File: config.mk
export PLATFORM = sky130hd
export DESIGN_NAME = ser_tx_path
export DESIGN_NICKNAME = d
export VERILOG_FILES = /design/src/rtl/ser_tx_pkg.sv /design/src/rtl/ser_tx_buf.sv /design/src/rtl/ser_tx_shift.sv /design/src/rtl/ser_tx_path.sv
export SDC_FILE = /design/constraint.sdc
export NUM_CORES = 1
export LEC_CHECK = 0
export BUFFER_PORTS_ARGS = -buffer_cell sky130_fd_sc_hd__buf_2
export CORE_ASPECT_RATIO = 1.75
export CORE_MARGIN = 3
export CORE_UTILIZATION = 39
export DETAILED_ROUTE_END_ITERATION = 8
export MAX_ROUTING_LAYER = met4
export PLACE_DENSITY_LB_ADDON = 0.15
export SETUP_SLACK_MARGIN = 0.15
export SLEW_MARGIN = 25
export SYNTH_ARGS = -nofsm -noshare
export SYNTH_HDL_FRONTEND = slang
export SYNTH_SLANG_ARGS = --single-unit
export TNS_END_PERCENT = 30
File: constraint.sdc
create_clock -name clk -period 5.85 [get_ports clk]
set_input_delay 0.585 -clock clk [delete_from_list [all_inputs] [get_ports clk]]
set_output_delay 0.585 -clock clk [all_outputs]
set_load 0.05 [all_outputs]
File: src/rtl/ser_tx_pkg.sv
package ser_tx_pkg;

   typedef enum logic [2:0] {
      ST_IDLE,
      ST_START,
      ST_DATA,
      ST_PAR,
      ST_STOP
   } tx_state_e;

   typedef enum logic [1:0] {
      PAR_ODD  = 2'b00,
      PAR_EVEN = 2'b01,
      PAR_ONE  = 2'b10,
      PAR_ZERO = 2'b11
   } par_mode_e;

   typedef struct packed {
      logic [1:0] len;
      logic       par_en;
      par_mode_e  par_mode;
      logic       two_stop;
      logic       half_rate;
   } frame_cfg_t;

   localparam int DATA_MIN = 5;

   function automatic logic calc_parity(input logic [7:0] d,
                                        input logic [1:0] len,
                                        input par_mode_e  mode);
      logic p;
      p = 1'b0;
      for (int i = 0; i < 8; i++) begin
         if (i < DATA_MIN + int'(len)) p = p ^ d[i];
      end
      case (mode)
         PAR_ODD:  return ~p;
         PAR_EVEN: return p;
         PAR_ONE:  return 1'b1;
         default:  return 1'b0;
      endcase
   endfunction

endpackage

File: src/rtl/ser_tx_buf.sv
module ser_tx_buf #(
   parameter int DW    = 8,
   parameter int DEPTH = 64
) (
   input  logic                         clk,
   input  logic                         rst_n,
   input  logic                         fifo_en,
   input  logic                         push,
   input  logic [DW-1:0]                push_data,
   input  logic                         pop,
   output logic [DW-1:0]                pop_data,
   output logic                         empty,
   output logic                         full,
   output logic [$clog2(DEPTH+1)-1:0]   level
);
   localparam int AW = $clog2(DEPTH);
   localparam int CW = $clog2(DEPTH + 1);
   localparam logic [CW-1:0] DEPTH_C = CW'(DEPTH);
   localparam logic [AW-1:0] LAST_C  = AW'(DEPTH - 1);
   localparam bit POW2 = ((1 << AW) == DEPTH);

   generate
      if (DEPTH < 2) begin : g_bad_depth
         $error("ser_tx_buf: DEPTH must be at least 2");
      end
      if (DW < 1) begin : g_bad_width
         $error("ser_tx_buf: DW must be positive");
      end
   endgenerate

   logic [DW-1:0] mem [DEPTH];
   logic [AW-1:0] wr_ptr, rd_ptr, wr_nxt, rd_nxt;
   logic          do_push, do_pop;

   assign empty    = (level == '0);
   assign full     = fifo_en ? (level == DEPTH_C) : !empty;
   assign do_pop   = pop && !empty;
   assign do_push  = push && (!full || do_pop);
   assign pop_data = mem[rd_ptr];

   generate
      if (POW2) begin : g_wrap_free
         assign wr_nxt = wr_ptr + 1'b1;
         assign rd_nxt = rd_ptr + 1'b1;
      end else begin : g_wrap_cmp
         assign wr_nxt = (wr_ptr == LAST_C) ? '0 : wr_ptr + 1'b1;
         assign rd_nxt = (rd_ptr == LAST_C) ? '0 : rd_ptr + 1'b1;
      end
   endgenerate

   always_ff @(posedge clk) begin
      if (do_push) mem[wr_ptr] <= push_data;
   end

   always_ff @(posedge clk or negedge rst_n) begin
      if (!rst_n) begin
         wr_ptr <= '0;
         rd_ptr <= '0;
         level  <= '0;
      end else begin
         if (do_push) wr_ptr <= wr_nxt;
         if (do_pop)  rd_ptr <= rd_nxt;
         case ({do_push, do_pop})
            2'b10:   level <= level + 1'b1;
            2'b01:   level <= level - 1'b1;
            default: level <= level;
         endcase
      end
   end

   AST_LEVEL_BOUND: assert property (@(posedge clk) disable iff (!rst_n)
      level <= DEPTH_C);
   AST_FULL_DROP: assert property (@(posedge clk) disable iff (!rst_n)
      (push && full && !pop) |=> (level == $past(level)));

endmodule

File: src/rtl/ser_tx_shift.sv
module ser_tx_shift
   import ser_tx_pkg::*;
#(
   parameter int DW    = 8,
   parameter int OS_HI = 16,
   parameter int OS_LO = 8
) (
   input  logic          clk,
   input  logic          rst_n,
   input  logic          baud_tick,
   input  frame_cfg_t    cfg,
   input  logic          src_valid,
   input  logic [DW-1:0] src_data,
   output logic          take,
   output logic          txd,
   output logic          busy
);
   localparam int CW = $clog2(OS_HI);
   localparam int LW = $clog2(DW);

   generate
      if (DW != 8) begin : g_bad_width
         $error("ser_tx_shift: DW must be 8");
      end
      if (OS_LO < 2 || OS_LO >= OS_HI) begin : g_bad_os
         $error("ser_tx_shift: need 2 <= OS_LO < OS_HI");
      end
   endgenerate

   tx_state_e     state;
   frame_cfg_t    cfg_q;
   logic [DW-1:0] shreg;
   logic [CW-1:0] tick_cnt, last_tick;
   logic [LW-1:0] bit_cnt, last_bit;
   logic          stop_cnt, par_bit;
   logic          bit_end, last_stop;

   assign last_tick = cfg_q.half_rate ? CW'(OS_LO - 1) : CW'(OS_HI - 1);
   assign last_bit  = LW'(DATA_MIN - 1) + LW'(cfg_q.len);
   assign bit_end   = baud_tick && (tick_cnt == last_tick);
   assign last_stop = (state == ST_STOP) && bit_end &&
                      (!cfg_q.two_stop || stop_cnt);
   assign busy      = (state != ST_IDLE);
   assign take      = src_valid && ((state == ST_IDLE) || last_stop);

   always_comb begin
      case (state)
         ST_START: txd = 1'b0;
         ST_DATA:  txd = shreg[0];
         ST_PAR:   txd = par_bit;
         default:  txd = 1'b1;
      endcase
   end

   always_ff @(posedge clk or negedge rst_n) begin
      if (!rst_n) begin
         state    <= ST_IDLE;
         cfg_q    <= '0;
         shreg    <= '0;
         tick_cnt <= '0;
         bit_cnt  <= '0;
         stop_cnt <= 1'b0;
         par_bit  <= 1'b0;
      end else if (take) begin
         state    <= ST_START;
         cfg_q    <= cfg;
         shreg    <= src_data;
         tick_cnt <= '0;
         bit_cnt  <= '0;
         stop_cnt <= 1'b0;
         par_bit  <= calc_parity(src_data, cfg.len, cfg.par_mode);
      end else if (busy && baud_tick) begin
         if (!bit_end) begin
            tick_cnt <= tick_cnt + 1'b1;
         end else begin
            tick_cnt <= '0;
            case (state)
               ST_START: state <= ST_DATA;
               ST_DATA: begin
                  shreg <= shreg >> 1;
                  if (bit_cnt == last_bit) begin
                     state <= cfg_q.par_en ? ST_PAR : ST_STOP;
                  end else begin
                     bit_cnt <= bit_cnt + 1'b1;
                  end
               end
               ST_PAR: state <= ST_STOP;
               ST_STOP: begin
                  if (last_stop) state <= ST_IDLE;
                  else           stop_cnt <= 1'b1;
               end
               default: state <= ST_IDLE;
            endcase
         end
      end
   end

   AST_LOAD_START: assert property (@(posedge clk) disable iff (!rst_n)
      take |=> !txd);
   AST_BIT_HOLD: assert property (@(posedge clk) disable iff (!rst_n)
      (busy && !baud_tick) |=> $stable(txd));

endmodule

File: src/rtl/ser_tx_path.sv
module ser_tx_path
   import ser_tx_pkg::*;
#(
   parameter int DEPTH = 64,
   parameter int DW    = 8,
   parameter int OS_HI = 16,
   parameter int OS_LO = 8
) (
   input  logic          clk,
   input  logic          rst_n,
   input  logic          baud_tick,
   input  logic          cfg_fifo_en,
   input  logic          cfg_half_rate,
   input  logic [1:0]    cfg_data_len,
   input  logic          cfg_par_en,
   input  logic [1:0]    cfg_par_mode,
   input  logic          cfg_two_stop,
   input  logic          cfg_irq_en,
   input  logic          wr_en,
   input  logic [DW-1:0] wr_data,
   input  logic          irq_ack,
   output logic          txd,
   output logic          hold_empty,
   output logic          shift_empty,
   output logic          irq
);
   localparam int CW = $clog2(DEPTH + 1);
   localparam logic [CW-1:0] ONE_C = CW'(1);

   frame_cfg_t    cfg;
   logic          buf_empty, buf_full, take, busy, drained, irq_pend;
   logic [DW-1:0] head;
   logic [CW-1:0] level;

   assign cfg.len       = cfg_data_len;
   assign cfg.par_en    = cfg_par_en;
   assign cfg.par_mode  = par_mode_e'(cfg_par_mode);
   assign cfg.two_stop  = cfg_two_stop;
   assign cfg.half_rate = cfg_half_rate;

   ser_tx_buf #(.DW(DW), .DEPTH(DEPTH)) u_buf (
      .clk       (clk),
      .rst_n     (rst_n),
      .fifo_en   (cfg_fifo_en),
      .push      (wr_en),
      .push_data (wr_data),
      .pop       (take),
      .pop_data  (head),
      .empty     (buf_empty),
      .full      (buf_full),
      .level     (level)
   );

   ser_tx_shift #(.DW(DW), .OS_HI(OS_HI), .OS_LO(OS_LO)) u_shift (
      .clk       (clk),
      .rst_n     (rst_n),
      .baud_tick (baud_tick),
      .cfg       (cfg),
      .src_valid (!buf_empty),
      .src_data  (head),
      .take      (take),
      .txd       (txd),
      .busy      (busy)
   );

   assign drained = take && !wr_en && (level == ONE_C);

   always_ff @(posedge clk or negedge rst_n) begin
      if (!rst_n)                irq_pend <= 1'b0;
      else if (drained)          irq_pend <= 1'b1;
      else if (wr_en || irq_ack) irq_pend <= 1'b0;
   end

   assign hold_empty  = buf_empty;
   assign shift_empty = buf_empty && !busy;
   assign irq         = irq_pend && cfg_irq_en;

   AST_WRITE_CLEARS_IRQ: assert property (@(posedge clk) disable iff (!rst_n)
      wr_en |=> !irq);
   AST_SINGLE_LOAD_EMPTY: assert property (@(posedge clk) disable iff (!rst_n)
      (!cfg_fifo_en && take && !wr_en && level == ONE_C) |=> hold_empty);
   AST_QUIET_LINE: assert property (@(posedge clk) disable iff (!rst_n)
      shift_empty |-> txd);
   AST_FULL_FLAG: assert property (@(posedge clk) disable iff (!rst_n)
      buf_full |-> !hold_empty);

endmodule

==> Word level (Yosys, flattened, before mapping) <==
Memories as Yosys holds them, arrays and structs flattened.
Index checks and enable logic that the tools add are counted.
Widths: inputs -> output; s select.
{ "word_totals": {"reg_bits": 45, "mem_bits_rw": 512, "inputBits": 22, "output_inout_bits": 4, "word_cells": 138, "memories": 1} }
{ "mem_list": {"columns": ["name", "depth", "word_bits", "rd", "rd_ports_with_merged_regs", "write_ports", "line", "source"], "rows": [
  ["u_buf.mem", 64, 8, 1, 0, 1, "ser_tx_buf.sv:31", "logic [DW-1:0] mem [DEPTH];"]
]} }
{ "op_classes": {"addsub": 8, "n_lt_le_gt_ge": 8, "eq_ne": 16, "mux": 49, "bitwise": 8, "n_reduce_logical": 34} }
{ "ops": {"columns": ["op", "n"], "rows": [
  ["$lt 4x32->1 const A", 4],
  ["$lt 3x32->1 const A", 2],
  ["$mux 3", 11],
  ["$lt 1x32->1 const A", 1],
  ["$lt 2x32->1 const A", 1],
  ["$mux 8", 4],
  ["$mux 1", 26],
  ["$mux 4", 4],
  ["$pmux 7 s2", 1],
  ["$add 6x1->6 const B", 2],
  ["$pmux 3 s4", 1],
  ["$reduce_and 4->1", 3],
  ["$reduce_bool 2->1", 6],
  ["$logic_and 1x1->1", 11],
  ["$add 7x1->7 const B", 1],
  ["$eq 7x1->1 const B", 1],
  ["$eq 7x7->1 const B", 1],
  ["$logic_not 7->1", 1],
  ["$sub 7x1->7 const B", 1],
  ["$xor 1x1->1", 7],
  ["$eq 3x2->1 const B", 2],
  ["$ne 3x2->1 const B", 2],
  ["$pmux 1 s3", 2],
  ["$logic_not 1->1", 5],
  ["17 further kinds", 23]
]} }

==> Depth between registers and ports, before layout <==
Gate-level depths: netlist of the first run.
{ "logic_depth": {"depth_word": 31, "ltp_mapped": 14, "ltp_nobuf": 12} }

==> By module <==
From an unflattened synthesis of the first run, not the netlist that was laid out.
{ "hier_totals": {"hier_cells": 1205, "area_unflattened_um2": 22477.8} }
{ "by_module_without_submodules": {"columns": ["module", "n_inst", "cells_each", "area_each_um2", "seq_area_each_um2"], "rows": [
  ["ser_tx_buf", 1, 1058, 20972.6, 15850.2],
  ["ser_tx_shift", 1, 138, 1426.4, 625.6],
  ["ser_tx_path", 1, 9, 78.8, 25.0]
]} }

==> Least setup slack after synthesis of the first run <==
OpenSTA, ideal clock, no wires.
{ "synth_timing": {"path_kind": "register -> output", "startpoint": "reg u_buf.level[4]", "endpoint": "out shift_empty", "t_arrival_ps": 2584, "required_time_ps": 5265, "slack_ps": 2681, "stages_incl_launch_ff": 5, "path_buffers": 0, "path_cell_list": "dfrtp_1 nor4_1 nand2_1 or2_2 nor4_1"} }
{ "synth_between": {"elab_chain_len": 2} }
{ "synth_lines": {"columns": ["item", "line", "source"], "rows": [
  ["start, declared", "ser_tx_buf.sv:14", "output logic [$clog2(DEPTH+1)-1:0] level"],
  ["start signal, assigned", "ser_tx_buf.sv:64", "2'b10: level <= level + 1'b1;"],
  ["start signal, assigned", "ser_tx_buf.sv:65", "2'b01: level <= level - 1'b1;"],
  ["start signal, assigned", "ser_tx_buf.sv:66", "default: level <= level;"],
  ["$logic_not 7->1", "ser_tx_buf.sv:35", "assign empty = (level == '0);"],
  ["$logic_and 1x1->1", "ser_tx_path.sv:75", "assign shift_empty = buf_empty && !busy;"],
  ["end, declared", "ser_tx_path.sv:24", "output logic shift_empty,"]
]} }
No other way between the ends.

==> Final worst setup path of the first run <==
{ "layout_timing": {"startpoint": "reg u_buf.level[4]", "endpoint": "mem u_buf.mem[61][2] (enable)"} }
{ "layout_between": {"elab_chain_len": 8, "elab_cells_between_ends": 11, "classes_between": "eq/ne (1); mux (3); reduce/logical (7)"} }
{ "layout_lines": {"columns": ["item", "line", "source"], "rows": [
  ["$logic_not 7->1", "ser_tx_buf.sv:35", null],
  ["$logic_not 1->1", "ser_tx_buf.sv:36, ser_tx_buf.sv:37, ser_tx_path.sv:59", null],
  ["$mux 1 or $logic_and 1x1->1 (tied branches)", "ser_tx_buf.sv:36, ser_tx_shift.sv:44", null],
  ["$logic_not 1->1 or $logic_and 1x1->1 (tied branches)", "ser_tx_buf.sv:38, ser_tx_buf.sv:37", null],
  ["$logic_or 1x1->1 (*)", "ser_tx_buf.sv:38", "assign do_push = push && (!full || do_pop);"],
  ["$logic_and 1x1->1 (*)", "ser_tx_buf.sv:38", null],
  ["$mux 1 (*)", "ser_tx_buf.sv:52", "if (do_push) mem[wr_ptr] <= push_data;"],
  ["$mux 1 (implied by the code) (*)", "ser_tx_buf.sv:52", null],
  ["end, declared", "ser_tx_buf.sv:31", null]
]} }
Every way passes the cells marked *; elsewhere a longest branch is shown, timed or not.

==> impl_metrics.yaml, run 1 <==
outcome:
  outcome: "completed"
global_route:
  grt_pass1_wl_um: 85200
  antenna_found_initial: 0
  grt_remaining_overflow: 0
  grt_use_total_pct: 19.7
  grt_pass1_vias: 12200
  grt_max_degree: 65
route:
  drt_iter0_drc: 871
  wl_met3_um: 2150
  drt_pre_antenna_iters: 5
  wl_per_cell_um: 27.9
  ant_nets: 0
  wl_met1_um: 22000
  post_drt_via_cell_ratio: 5.49
  routed_wl_um: 58000
  top_layer: "met4"
  routed-wl-met2_um: 31800
  drc: 0
  vias: 11400
power:
  swShare_pct: 31.8
  seq_power_share_pct: 41.9
  ir_drop_mv: 0.204
  leakage_uw: 0.00821
  clkPwrFrac_pct: 30.1
  internal_power_uw: 8060
  p_comb_share_pct: 28.0
  power.total_uw: 11800
  power.switching_uw: 3750
  power_density_mw_per_mm2: 468
synthesis:
  synth_ff_type: "edfxtp_1"
  yosysWarnings: 0
  synth_most_common_cell: "edfxtp_1"
  ys_ff_latch: 557
  synthArstFlopShare_pct: 8.08
  netlist.top_cell.by_area: "edfxtp_1"
  synthesis.nets: 1271
  avgSynthCellArea_um2: 18.2
  synth_seq_area_share_pct: 72.9
  synth-edff-count: 512
  syn_area_mm2: 0.0226
  synth_cells: 1240
  synthTopCellsByArea: "edfxtp_1, mux4_2, dfrtp_1, mux2i_1, mux4_1"
  synth.top_cell.area_share_pct: 68.0
  ys_types: 67
  ys_top_cells_by_count: "edfxtp_1, nor2_1, mux4_2"
worst_setup_path:
  critPathRequiredTime_ns: 6.06
  crit_slowest_cell: "nor2_1"
  arrival_ns: 4.49
  crit_top_cell: "nor2_1"
  critPathCaptureType: "flip-flop"
  crit_start: "u_buf.level[4]"
  max_stage_delay_ns: 0.94
  start_kind: "flip-flop"
  path_class: "reg -> reg"
  regToRegSetupSlack_ns: 1.57
  worstPathMaxFanout: 8
  path_buf_inv: 1
  path_delay_family: "simple AND/OR/NAND/NOR gates"
  timing.rr.start: "u_buf.level[4]"
  crit_chain: "nor4_1 -> nand2_1 -> or2_2 -> inv_1 -> o31ai_1 -> nor2_1 -> nand3b_1 -> nor2_1"
min_path:
  hp-class: "in -> async"
clock_tree:
  cts_tree: "built"
  cts_resized: 0
  cts_max_level: 2
  clock_latency_ns: 0.58
  cts_sinks: 557
  cts.path.max_buffers: 3
  clockRootBuffer: "clkbuf_16"
  ctsHoldBuffers: 0
  path_clk_slew_ns: 0.06
  cts_buffers: 51
  post_cts_buffers: 0
die:
  io_pins: 26
  rows: 116
  die_h_um: 325
  design.die.area_mm2: 0.0610
  core_area_mm2: 0.0573
  start_util_pct: 39.5
  die_w_um: 188
timing:
  worst_pin_slew_ns: 1.13
  tns_ns: 0
  rsz0062_at_grt: "false"
  period_needed_ns: 4.28
  post-route-period-util_pct: 73.2
  slew_headroom_pct: 24.5
  fmax_mhz: 234
  setup_violations: 0
  finClkSkew_ns: 0.0122
  hold_viol: 0
  maxSlewViolCount: 0
final_layout:
  diodes: 0
  nNetsFinal: 1305
  final_cells: 2083
  syn_to_final_growth_pct: 11.7
  fin_util_pct: 44.1
  drive_gt1_share_pct: 18.1
  stdcell_area_mm2: 0.0253
place:
  placed_cells: 1988
  place_hpwl_um: 36500
  port_buffers: 25
  postPlaceCellArea_mm2: 0.0235
  gp_congestion: 0.818
run:
  cap_viol_max_count: 0
==> placed cells by master (no fill, tap or decap), drive strengths merged, types with 13 or more instances in the layout <==
cell type	n
a211oi	15
a21oi	20
buf	53
clkbuf	64
clkinv	21
dfrtp	45
edfxtp	512
inv	13
mux2i	81
mux4	96
nand2	68
nand3	22
nor2	86
o21ai	26
o22ai	19
xnor2	17
==> final timing paths <==
kind / endpoint / cells past startpoint
worst max-delay path: u_buf.mem[61][2] / 8
worst min register to register: u_shift.cfg_q[1] / 2
worst max register to register: u_buf.mem[61][2] / 8
max in group asynchronous: u_buf.rd_ptr[0] / 2
worst min-delay path: u_buf.level[3] / 2
min in group clk: irq_pend / 2
==> state kept, by name (all words and copies together) (netlist names) <==
name	cells
u_buf.rd_ptr	6
u_shift.par_bit	1
u_shift.state	3
u_shift.cfg_q	5
u_shift.shreg	8
u_buf.mem	512
u_buf.wr_ptr	6
u_shift.bit_cnt	3
u_shift.stop_cnt	1
u_buf.level	7
u_shift.tick_cnt	4
irq_pend	1
==> layer usage <==
layer	vias up	track usage [%]
li1	5029	-
met2	291	35.5
met4	0	6.56
met1	6026	22.7
met3	100	2.21
met5	-	-
==> power by group through the flow <==
stage / logic, uW / registers [uW] / clock network [uW]
2_1_floorplan: 2580 / 4700 / 0
3_3_place_gp: 3330 / 5030 / 0
3_5_place_dp: 3330 / 5040 / 0
4_1_cts: 3350 / 4950 / 3640
5_1_grt: 3530 / 4990 / 3770
6_report: 3310 / 4960 / 3560
==> cells by family after synthesis <==
| logic type | synth area share [%] |
|---|---|
| DFF | 72.9 |
| AOI/OAI and AO/OA | 4.37 |
| adders and majority gates | 0.498 |
| buffers and inverters | 2.36 |
| xor gates and xnor gates | 1.07 |
| muxes | 13.9 |
| and+or+nand+nor | 4.86 |
==> final cells by class <==
type | count | area (um2)
Fill cell | 4945 | 32100
Clock buffer | 64 | 1370
Clock inverter | 31 | 400
Sequential cell | 557 | 16500
Multi-Input combinational cell | 598 | 5590
Timing Repair Buffer | 53 | 377
Inverter | 13 | 48.8
Tap cell | 767 | 960
==> worst register-to-register path, stage by stage, from the launching register on <==
cell      delay (ns)
dfrtp_1         0.43
nor4_1          0.54
nand2_1         0.15
or2_2           0.32
inv_1           0.08
o31ai_1         0.19
nor2_1          0.37
nand3b_1        0.89
nor2_1          0.94
==> stage by stage <==
step / setup WS [ns] / hold slack, ns
after global routing: 1.40 / 0.149
after detailed placement: 1.59 / 0.478
final: 1.57 / 0.105
after CTS: 1.58 / 0.103
after floorplan: 2.68 / 0.289
after global placement: 1.72 / 0.458
Note: power is estimated with default switching activity, not from simulation.
==> inputs of run 2 (changes only) <==
clock period = 3.8 ns   (was 5.85 ns; I/O delays follow)
==> run 2 against run 1 <==
Worst setup slack got worse by 1.2 ns. Via count rose by 1.1%. Combinational power increased by 63%. Critical path depth is 1 higher. Flip-flop and latch count is the same. Utilization rose by 1.0 points. Clock power up 46%. Critical path type unchanged. Critical endpoint is now u_buf.mem[28][1]. Largest cell class unchanged. Highest routed layer unchanged.
==> impl_metrics.yaml, run 2 (same netlist as run 1, synthesis figures left out) <==
worst_setup_path:
  crit_cells: 9
  worstPathMaxFanout: 8
  path_buf_inv: 2
  path_delay_family: "simple AND/OR/NAND/NOR gates"
  critPathRequiredTime_ns: 4.00
  arrival_ns: 3.67
  crit_chain: "nor4_1 -> nand2_1 -> or2_2 -> inv_1 -> o31ai_1 -> nor2_1 -> nand2_1 -> buf_4 -> nor2_1"
  crit_slowest_cell: "nor2_1"
  critPathCaptureType: "flip-flop"
  start_kind: "flip-flop"
  path_class: "reg -> reg"
  max_stage_delay_ns: 0.71
  worstRegToRegCells: 9
place:
  port_buffers: 25
  place_hpwl_um: 38600
  dpl_worst_slack_ns: 0.211
  gp_congestion: 0.803
  placed_cells: 2057
die:
  die_w_um: 188
  start_util_pct: 39.5
  io_pins: 26
  die_h_um: 325
  rows: 116
  design.die.area_mm2: 0.0610
  core_area_mm2: 0.0573
timing:
  rsz0062_at_grt: "true"
  slew_headroom_pct: 34.8
  post-route-period-util_pct: 91.4
  worst_pin_slew_ns: 0.978
  hold_viol: 0
  fmax_mhz: 288
  finClkSkew_ns: 0.0126
  tns_ns: 0
  setup_ws_ns: 0.325
  maxSlewViolCount: 0
  period_needed_ns: 3.47
  setup_violations: 0
global_route:
  grt_pass1_wl_um: 85300
  grt_remaining_overflow: 0
  grt_use_total_pct: 19.6
  grt_pass1_vias: 12500
  grt_max_degree: 50
  antenna_found_initial: 0
min_path:
  hold_path_depth: 3
  hp-class: "in -> reg"
clock_tree:
  cts_buffers: 51
  cts_max_level: 2
  clock_latency_ns: 0.59
  cts_tree: "built"
  post_cts_buffers: 0
  cts_sinks: 557
  path_clk_slew_ns: 0.06
  clockRootBuffer: "clkbuf_16"
  cts.path.max_buffers: 3
final_layout:
  drive_gt1_share_pct: 22.4
  layout_common_cells: "edfxtp_1, buf_4, mux4_2"
  diodes: 0
  nNetsFinal: 1380
  final_common_cell: "edfxtp_1"
  largest_register_ffs: 512
  syn_to_final_growth_pct: 14.3
  final_cells: 2159
  top_register: "u_buf.mem"
  reg_top3: "u_buf.mem: 512 flops, u_shift.shreg: 8 flops, u_buf.level: 7 flops"
route:
  post_drt_via_cell_ratio: 5.36
  drc: 0
  wl_per_cell_um: 26.7
  drt_pre_antenna_iters: 5
  ant_nets: 0
  drt_iter0_drc: 785
  vias: 11600
  routed_wl_um: 57600
power:
  ir_drop_mv: 0.322
  power_density_mw_per_mm2: 696
  leakage_uw: 0.00856
  power.total_uw: 18000
run:
  cap_viol_max_count: 0
outcome:
  outcome: "completed"
## run 2: cell types whose count changed in the layout (fill, tap and decap cells not counted), moves of 4 or more
cell / change
buf_12: +7
buf_4: +65
bufinv_16: -5
clkbuf_8: +5
clkinv_2: -5
clkinvlp_4: +5
dlygate4sd3_1: +4
nor2_1: -5
nor2_2: +5
## run 2: metrics by stage
stage	cell area, um2	util [%]	hold WS [ns]
after global placement	24100	42.0	0.473
after CTS	25800	45.0	0.0148
after global routing	25800	45.1	0.0432
final	25800	45.1	0.0336
after floorplan	22600	-	0.0844
after detailed placement	24100	42.0	0.480
## run 2: worst paths after layout
path	start	endpoint	slack [ns]
min reg2reg	u_shift.stop_cnt	u_shift.stop_cnt	0.49
min	cfg_half_rate	u_shift.cfg_q[0]	0.03
min in group asynchronous	rst_n	u_buf.level[0]	0.46
max reg2reg	u_buf.level[4]	u_buf.mem[28][1]	0.33
max in group asynchronous	rst_n	u_shift.cfg_q[4]	2.63
max	u_buf.level[4]	u_buf.mem[28][1]	0.33
## run 2: power breakdown
| group | total, uW | switching, uW | internal [uW] |
|---|---|---|---|
| logic | 5410 | 3020 | 2380 |
| registers | 7390 | 380 | 7010 |
| clock network | 5200 | 2240 | 2950 |
| total | 18000 | 5650 | 12300 |
## run 2: area by class of cell
class / count / area (um2)
clock buffers: 66 / 1400
fillers: 4925 / 31500
well taps: 767 / 960
flip-flops and latches: 557 / 16500
repair buffers: 128 / 1030
clock inverters: 30 / 290
multi-input cells: 598 / 5600
inverters: 13 / 48.8
## run 2: what timing repair did
item                                   in CTS  in global routing
setup endpoints to repair                   0                117
gates resized for setup                     0                  5
hold buffers                                4                  0
endpoints found under the hold margin      37                  0
## run 2: worst register-to-register path, delay by kind of cell, from the launching register on
kind,cells,cell delay [ns]
flip-flops,1,0.44
AO/OA/AOI/OAI,1,0.17
buffers and inverters,2,0.26
AND/OR/NAND/NOR,6,2.21
## run 2: layer usage
metal / wire [um] / up-vias / track usage, % / share of wire, %
met4: 2100 / 0 / 6.86 / 3.7
met1: 21600 / 6055 / 22.0 / 37
met5: 0 / - / - / 0
li1: - / 5184 / - / -
met3: 2030 / 88 / 2.43 / 3.5
met2: 31900 / 245 / 35.8 / 55
==> inputs of run 3 (changes only) <==
CORE_ASPECT_RATIO = default   (was 1.75)
==> run 3 against run 2 <==
Sequential share of layout area down 1.1 points. Worst setup slack better by 0.011 ns. Clock power up 9.0%. Wire length down 2.2%. Combinational power up 1%. Hold slack better by 0.021 ns. Largest cell class unchanged.
==> impl_metrics.yaml, run 3 (same netlist as run 1, synthesis figures left out) <==
global_route:
  grt_pass1_vias: 12300
  grt_max_degree: 52
  grt_pass1_wl_um: 84400
  grt_use_total_pct: 19.5
  antenna_found_initial: 1
  grt_remaining_overflow: 0
power:
  power.switching_uw: 5770
  ir_drop_mv: 0.355
  internal_power_uw: 12700
  seq_power_share_pct: 39.8
  power_density_mw_per_mm2: 703
  clkPwrFrac_pct: 30.6
  p_comb_share_pct: 29.6
  swShare_pct: 31.2
  leakage_uw: 0.00888
clock_tree:
  cts_sinks: 557
  path_clk_slew_ns: 0.06
  cts_tree: "built"
  post_cts_buffers: 0
  clock_latency_ns: 0.61
  cts_max_level: 2
  cts_buffers: 59
  cts.path.max_buffers: 3
  clockRootBuffer: "clkbuf_16"
timing:
  post-route-period-util_pct: 91.2
  hold_viol: 0
  setup_violations: 0
  maxSlewViolCount: 0
  slew_headroom_pct: 36.3
  tns_ns: 0
  finClkSkew_ns: 0.0175
  fmax_mhz: 289
  rsz0062_at_grt: "false"
  worst_pin_slew_ns: 0.955
  period_needed_ns: 3.46
final_layout:
  final_common_cell: "edfxtp_1"
  top_register: "u_buf.mem"
  layout_common_cells: "edfxtp_1, buf_4, nor2_1"
  stdcell_area_mm2: 0.0263
  nNetsFinal: 1431
  syn_to_final_growth_pct: 16.3
  final.fill_count: 4851
  drive_gt1_share_pct: 24.5
  reg_top3: "u_buf.mem: 512 flops, u_shift.shreg: 8 flops, u_buf.level: 7 flops"
  diodes: 0
  fin_util_pct: 46.2
  largest_register_ffs: 512
worst_setup_path:
  start_kind: "flip-flop"
  path_class: "reg -> reg"
  critPathRequiredTime_ns: 4.28
  arrival_ns: 3.95
  critPathCaptureType: "flip-flop"
  timing.rr.start: "u_buf.rd_ptr[0]"
  worstPathMaxFanout: 24
  reg2reg_to: "u_shift.par_bit"
  regToRegSetupSlack_ns: 0.34
  worstRegToRegCells: 10
place:
  postPlaceCellArea_mm2: 0.0243
  place_hpwl_um: 36900
  port_buffers: 25
  gp_congestion: 0.891
outcome:
  outcome: "completed"
route:
  routed_wl_um: 56400
  ant_nets: 0
  drt_iter0_drc: 971
  drt_pre_antenna_iters: 5
  wl_per_cell_um: 25.6
  drc: 0
  post_drt_via_cell_ratio: 5.42
  vias: 11900
die:
  io_pins: 26
  die_h_um: 247
  rows: 87
  die_w_um: 247
  start_util_pct: 39.7
  design.die.area_mm2: 0.0609
  core_area_mm2: 0.0569
run:
  cap_viol_max_count: 0
min_path:
  min_from: "cfg_data_len[0]"
  whs_endpoint: "u_shift.cfg_q[5]"
  hp-class: "in -> reg"
  hold_path_depth: 3
## run 3: changes by cell type in the layout (fill, tap and decap cells not counted), sizes merged
cell,delta
bufinv,+1
dlygate4sd3,+2
clkbuf,+2
clkinvlp,-3
buf,+41
clkinv,+12
## run 3: layer usage
layer  global-route usage (%)  part of all wire [%]  up-vias
met5                        -                     0        -
met4                     6.23                   2.8        0
met3                     2.95                   5.2       92
met2                     29.9                    47      352
met1                     27.1                    45     6212
li1                         -                     -     5287
## run 3: worst max path at each step
stage / from / end / slack, ns / depth (start not counted)
after CTS: u_buf.level[4] / u_buf.mem[61][5] / 0.39 / 8
after global placement: u_buf.rd_ptr[0] / u_shift.par_bit / 0.38 / 10
after floorplan: u_buf.level[4] / u_buf.mem[55][0] / 0.78 / 9
after global routing: u_buf.rd_ptr[0] / u_shift.par_bit / 0.21 / 10
after detailed placement: u_shift.tick_cnt[0] / u_buf.mem[61][3] / 0.40 / 9
final: u_buf.rd_ptr[0] / u_shift.par_bit / 0.34 / 10
## run 3: power groups by stage
stage	clock network [uW]	logic, uW	registers, uW
final	5670	5470	7360
after global routing	6060	5880	7390
after CTS	5810	5540	7350
after detailed placement	0	5520	7470
after global placement	0	5530	7460
after floorplan	0	3980	7240
## run 3: final cells by class
cell class              count  area [um2]  area share [%]
well taps                 756         946            3.60
repair buffers            171        1300            4.94
inverters                  13        48.8           0.186
clock inverters            40         347            1.32
multi-input cells         598        5590            21.3
clock buffers              68        1550            5.90
flip-flops and latches    557       16500            62.8
## run 3: through the flow
step | cells | total power [uW] | hold slack (ns) | worst slack (ns)
floorplan | 1240 | 11200 | 0.0844 | 0.785
global placement | 2089 | 13000 | 0.458 | 0.378
detailed placement | 2089 | 13000 | 0.471 | 0.404
CTS | 2203 | 18700 | 0.0189 | 0.389
global route | 2203 | 19300 | 0.0597 | 0.211
finish | 2203 | 18500 | 0.0542 | 0.336
## run 3: worst max-delay path: stages, from the launching register on
cell      delay (ns)
dfrtp_4         0.63
buf_12          0.24
inv_1           0.36
mux2_2          0.40
a221oi_1        0.36
a21oi_1         0.15
o211ai_1        0.42
xnor2_1         0.20
xnor3_1         0.35
o21ai_1         0.11
nand3_1         0.09
## run 3: repair_timing
item	CTS	global route
resized for setup	0	0
hold buffers	6	0
setup endpoints to repair	0	0
hold endpoints to repair	33	0
